===== config.mk =====
export PLATFORM = sky130hd
export DESIGN_NAME = npc_unit
export DESIGN_NICKNAME = d
export VERILOG_FILES = /design/src/rtl/npc_pkg.sv /design/src/rtl/npc_seq_branch.sv /design/src/rtl/npc_jump_mux.sv /design/src/rtl/npc_unit.sv
export SDC_FILE = /design/constraint.sdc
export NUM_CORES = 1
export LEC_CHECK = 0
export BUFFER_PORTS_ARGS = -buffer_cell sky130_fd_sc_hd__buf_2
export CAP_MARGIN = 20
export CORE_MARGIN = 2
export CORE_UTILIZATION = 53
export CTS_CLUSTER_DIAMETER = 60
export DETAILED_ROUTE_END_ITERATION = 6
export HOLD_SLACK_MARGIN = 0.05
export PLACE_DENSITY_LB_ADDON = 0.15
export SLEW_MARGIN = 20
export SYNTH_ARGS = -nofsm -noshare
export SYNTH_HDL_FRONTEND = slang
export SYNTH_SLANG_ARGS = --single-unit
export TNS_END_PERCENT = 5

===== constraint.sdc =====
create_clock -name clk -period 4.6 [get_ports clk]
set_clock_uncertainty 0.1 [all_clocks]
set_input_delay 0.69 -clock clk [delete_from_list [all_inputs] [get_ports clk]]
set_output_delay 0.69 -clock clk [all_outputs]
set_load 0.02 [all_outputs]

===== src/rtl/npc_pkg.sv =====
package npc_pkg;

   typedef enum logic [1:0] {
      NPC_SEQ    = 2'd0,
      NPC_BRANCH = 2'd1,
      NPC_JUMP   = 2'd2
   } npc_src_e;

endpackage


===== src/rtl/npc_seq_branch.sv =====
module npc_seq_branch #(
   parameter int ADDR_W = 32,
   parameter int IMM_W  = 16,
   parameter int SHIFT  = 2
) (
   input  logic [ADDR_W-1:0] pc,
   input  logic [IMM_W-1:0]  imm,
   input  logic              take,
   output logic [ADDR_W-1:0] pc_inc,
   output logic [ADDR_W-1:0] stage1
);
   localparam int EXT_W = ADDR_W - IMM_W - SHIFT;
   localparam logic [ADDR_W-1:0] STEP = ADDR_W'(1) << SHIFT;

   logic [ADDR_W-1:0] offset;

   generate
      if (EXT_W < 1) begin : g_bad_width
         $error("npc_seq_branch: offset does not fit in the address");
      end
      if (SHIFT < 1) begin : g_bad_shift
         $error("npc_seq_branch: SHIFT must be at least 1");
      end
   endgenerate

   assign offset = {{EXT_W{imm[IMM_W-1]}}, imm, {SHIFT{1'b0}}};
   assign pc_inc = pc + STEP;
   assign stage1 = take ? (pc_inc + offset) : pc_inc;

endmodule


===== src/rtl/npc_jump_mux.sv =====
module npc_jump_mux #(
   parameter int ADDR_W = 32,
   parameter int TGT_W  = 26,
   parameter int SHIFT  = 2
) (
   input  logic [ADDR_W-1:0] pc,
   input  logic [TGT_W-1:0]  tgt,
   input  logic              jmp,
   input  logic [ADDR_W-1:0] stage1,
   output logic [ADDR_W-1:0] next_pc
);
   localparam int REGION_W = ADDR_W - TGT_W - SHIFT;

   logic [ADDR_W-1:0] jump_addr;

   generate
      if (REGION_W < 0) begin : g_bad_width
         $error("npc_jump_mux: target field wider than the address");
      end else if (REGION_W == 0) begin : g_full
         assign jump_addr = {tgt, {SHIFT{1'b0}}};
      end else begin : g_region
         assign jump_addr = {pc[ADDR_W-1 -: REGION_W], tgt, {SHIFT{1'b0}}};
      end
   endgenerate

   assign next_pc = jmp ? jump_addr : stage1;

endmodule


===== src/rtl/npc_unit.sv =====
module npc_unit #(
   parameter int ADDR_W  = 32,
   parameter int INSTR_W = 32,
   parameter int IMM_W   = 16,
   parameter int TGT_W   = 26,
   parameter int SHIFT   = 2,
   parameter logic [ADDR_W-1:0] RESET_PC = '0
) (
   input  logic               clk,
   input  logic               rst,
   input  logic [INSTR_W-1:0] instr,
   input  logic               br_req,
   input  logic               alu_zero,
   input  logic               jmp_req,
   output logic [ADDR_W-1:0]  pc_o,
   output logic [ADDR_W-1:0]  pc_plus4_o
);
   import npc_pkg::*;

   localparam int REGION_W = ADDR_W - TGT_W - SHIFT;

   generate
      if (TGT_W > INSTR_W || IMM_W > INSTR_W) begin : g_bad_fields
         $error("npc_unit: instruction fields exceed the instruction width");
      end
      if (REGION_W < 1) begin : g_bad_region
         $error("npc_unit: no region bits left for the jump target");
      end
   endgenerate

   logic [ADDR_W-1:0] pc_q;
   logic [ADDR_W-1:0] stage1;
   logic [ADDR_W-1:0] next_pc;
   logic              br_take;
   npc_src_e          next_src;

   assign br_take = br_req & alu_zero;

   always_comb begin
      if (jmp_req)      next_src = NPC_JUMP;
      else if (br_take) next_src = NPC_BRANCH;
      else              next_src = NPC_SEQ;
   end

   npc_seq_branch #(.ADDR_W(ADDR_W), .IMM_W(IMM_W), .SHIFT(SHIFT)) u_seq_branch (
      .pc     (pc_q),
      .imm    (instr[IMM_W-1:0]),
      .take   (br_take),
      .pc_inc (pc_plus4_o),
      .stage1 (stage1)
   );

   npc_jump_mux #(.ADDR_W(ADDR_W), .TGT_W(TGT_W), .SHIFT(SHIFT)) u_jump_mux (
      .pc      (pc_q),
      .tgt     (instr[TGT_W-1:0]),
      .jmp     (jmp_req),
      .stage1  (stage1),
      .next_pc (next_pc)
   );

   always_ff @(posedge clk) begin
      if (rst) pc_q <= RESET_PC;
      else     pc_q <= next_pc;
   end

   assign pc_o = pc_q;

   // reset wins over every request
   a_r1_reset_load: assert property (@(posedge clk) rst |=> pc_o == RESET_PC);

   // plain step when nothing redirects the flow
   a_r2_seq_step: assert property (@(posedge clk) disable iff (rst)
      (next_src == NPC_SEQ) |=> pc_o == $past(pc_o) + (ADDR_W'(1) << SHIFT));

   // a jump keeps the region bits of the current PC
   a_r5_jump_region: assert property (@(posedge clk) disable iff (rst)
      jmp_req |=> pc_o[ADDR_W-1 -: REGION_W] == $past(pc_o[ADDR_W-1 -: REGION_W]));

   // the jump stage wins over a taken branch
   a_r6_jump_wins: assert property (@(posedge clk) disable iff (rst)
      (jmp_req && br_take) |=> pc_o[ADDR_W-REGION_W-1:0] ==
         {$past(instr[TGT_W-1:0]), {SHIFT{1'b0}}});

   // fetch address stays word aligned
   a_r8_aligned: assert property (@(posedge clk) disable iff (rst)
      pc_o[SHIFT-1:0] == '0);

endmodule


==> impl_metrics.toml <==
[status]
status = "completed"

[routing]
routed_via_density = 6.256
wl_met3_um = 611
detail_route.wl_per_cell_um = 17.29
top_layer = "met4"
wl_met2_um = 5216
vias = 3810
wl_met1_um = 4472
ant_nets = 0
drc_errors = 0
firstDrtPassIters = 5
routed_wl_um = 10530
drtIter0Drc = 196

[worst_setup_path]
end_kind = "flop"
worstSetupPathType = "flop to flop"
crit_path_max_fanout = 7
required_ps = 4660
critPathLaunchType = "flop"
cp.arrival_ps = 3980

[layout]
largest_reg_flops = 30
multi_input_area_mm2 = 0.002675
nFillCells = 602
stdcell_count = 609
area_growth_pct = 17.14
n_antenna_cell = 0
nets = 602
area.sequential_um2 = 600.6
drive_above_1_share = 0.2068

[cts]
cts_sinks = 30
h-tree-depth = 2
clk_path_buf_depth = 2
clockRootBuffer = "clkbuf_8"
worstSkewPairLatency_ps = 290
numCtsBuffers = 5
postCtsHoldBufs = 0
clk_pin_slew_ps = 80
post_cts_buffers = 0
cts_resized = 0
cts_tree = "built"

[die]
core-area_mm2 = 0.006314
io_pins = 101
rows = 29
dieArea_mm2 = 0.007118
initial_core_util = 0.5422
die_w_um = 84.37
fp.dieH_um = 84.37

[pwr]
powerDensity_mw_per_mm2 = 287.1
ir_worst_vdd_mv = 0.1284
p_leak_nw = 1.890

[synth]
synth_area_mm2 = 0.003423
synth_flop_cell = "dfxtp_1"
yosys_warnings = 0
seq_area_frac_synth = 0.1754
syn_inst = 457
synth_top_area_frac = 0.1754
synth_edf_count = 0
yosys-top-cells-area = "dfxtp_1 18%, ha_1 12%, xnor2_1 9.5%"
synth_seq_cells = 30
yosys-top-cells-count = "52 x a21oi_1, 50 x nand2_1, 37 x xnor2_1"
post-synth-top-count-cell = "a21oi_1"
synthArstFlopShare = 0
synth_cell_types = 56
yosysTopAreaCell = "dfxtp_1"
avgSynthCellArea_um2 = 7.491

[grt]
grt_pass1_wl_um = 16890
grtUsageTotal = 0.2882
grt_overflow = 0
grt_pass1_vias = 3609
antenna_found_initial = 0
grt_max_degree = 32

[timing]
maxSlewHeadroom = 0.4313
setup_viol = 0
tightest_slew_ps = 849.9
whs_ps = 455.9
final_max_slew_viol_count = 0
rsz0062_at_grt = "no"
finalHoldViolCount = 0
min_period_over_period = 0.8518
max_freq_mhz = 255.2
tns_ps = 0
period_needed_ps = 3918

[placement]
io_buffers = 90
dp.cells = 601
gp_congestion = 0.9896
dp_hpwl_um = 7959

[worst_hold_path]
hold_path_class = "flop to flop"

[run]
maxCapViolations = 0
[kinds of logic after synthesis]
group | after synthesis | share of synthesized area
flip-flops | 30 | 0.1754
other | 1 | 0.001095
AND/OR/NAND/NOR | 143 | 0.2007
AO/OA/AOI/OAI | 158 | 0.3081
buffers and inverters | 36 | 0.04642
multiplexers | 3 | 0.008772
XOR/XNOR | 52 | 0.1330
adder cells (fa/ha/maj) | 34 | 0.1265
[power breakdown]
part	leakage (nW)	internal (mW)	switching, mW
sequential	0.249	0.281	0.0283
combinational	1.57	0.185	0.303
clock	0.0714	0.231	0.123
[final cells by class]
type                    count  area share
clock buffers               6     0.02059
clock inverters             2     0.01498
inverters                   8    0.007488
multi-input cells         394      0.6671
flip-flops and latches     30      0.1498
well taps                  77     0.02402
repair buffers             92      0.1161
[cell usage in the layout (no fill, tap or decap), drive strengths merged, types with 2 or more instances in the layout]
cell type and n:
o221ai 4, xor2 15, nand4 15, a31oi 6
o21ai 24, nand2 50, ha 33, nor3 7
o22ai 5, clkbuf 6, a21oi 53, o21bai 5
mux2i 3, a21boi 2, o21a 4, nand3 15
o211a 7, or4 2, and3 8, and4 5
nor4 2, conb 4, o211ai 3, bufinv 2
buf 92, dfxtp 30, and2 5, a211o 2
a21o 16, o31ai 3, nor2 31, xnor2 37
inv 7, a211oi 14
[metal layers]
layer  up-vias  global-route usage
met5         -                   0
met4         0             0.09957
met3        19             0.04720
li1       1847                   -
met1      1784              0.3503
met2       160              0.5144
[worst max-delay path, cell delays in order (launching register included)]
cell and delay [ps]:
dfxtp_1 420, ha_1 310, nand2_1 100, nor2_1 230, and2_1 340, nand2_1 120
xnor2_1 170, ha_1 420, nand2_1 140, nor2_1 210, nand3_1 120, or4_1 560
a31oi_1 250, mux2i_1 220, a211oi_1 60
[stage by stage]
stage	utilization	area [um2]	setup WS [ps]	power (mW)
floorplan	-	3435	772.1	0.6691
global placement	0.6126	3867	798.0	0.7872
detailed placement	0.6126	3867	764.8	0.7939
CTS	0.6352	4010	733.1	1.148
global route	0.6352	4010	274.5	1.214
finish	0.6352	4010	681.7	1.151
[final timing paths]
kind,startpoint,end,slack [ps],cells after the start
worst max-delay path,pc_o[2]$_SDFF_PP0_,pc_o[29]$_SDFFE_PP0N_,680,14
worst min-delay path,pc_o[29]$_SDFFE_PP0N_,pc_o[29]$_SDFFE_PP0N_,460,2
worst max register to register,pc_o[2]$_SDFF_PP0_,pc_o[29]$_SDFFE_PP0N_,680,14
worst min register to register,pc_o[29]$_SDFFE_PP0N_,pc_o[29]$_SDFFE_PP0N_,460,2
No activity file was read; power rests on OpenSTA's default activity.
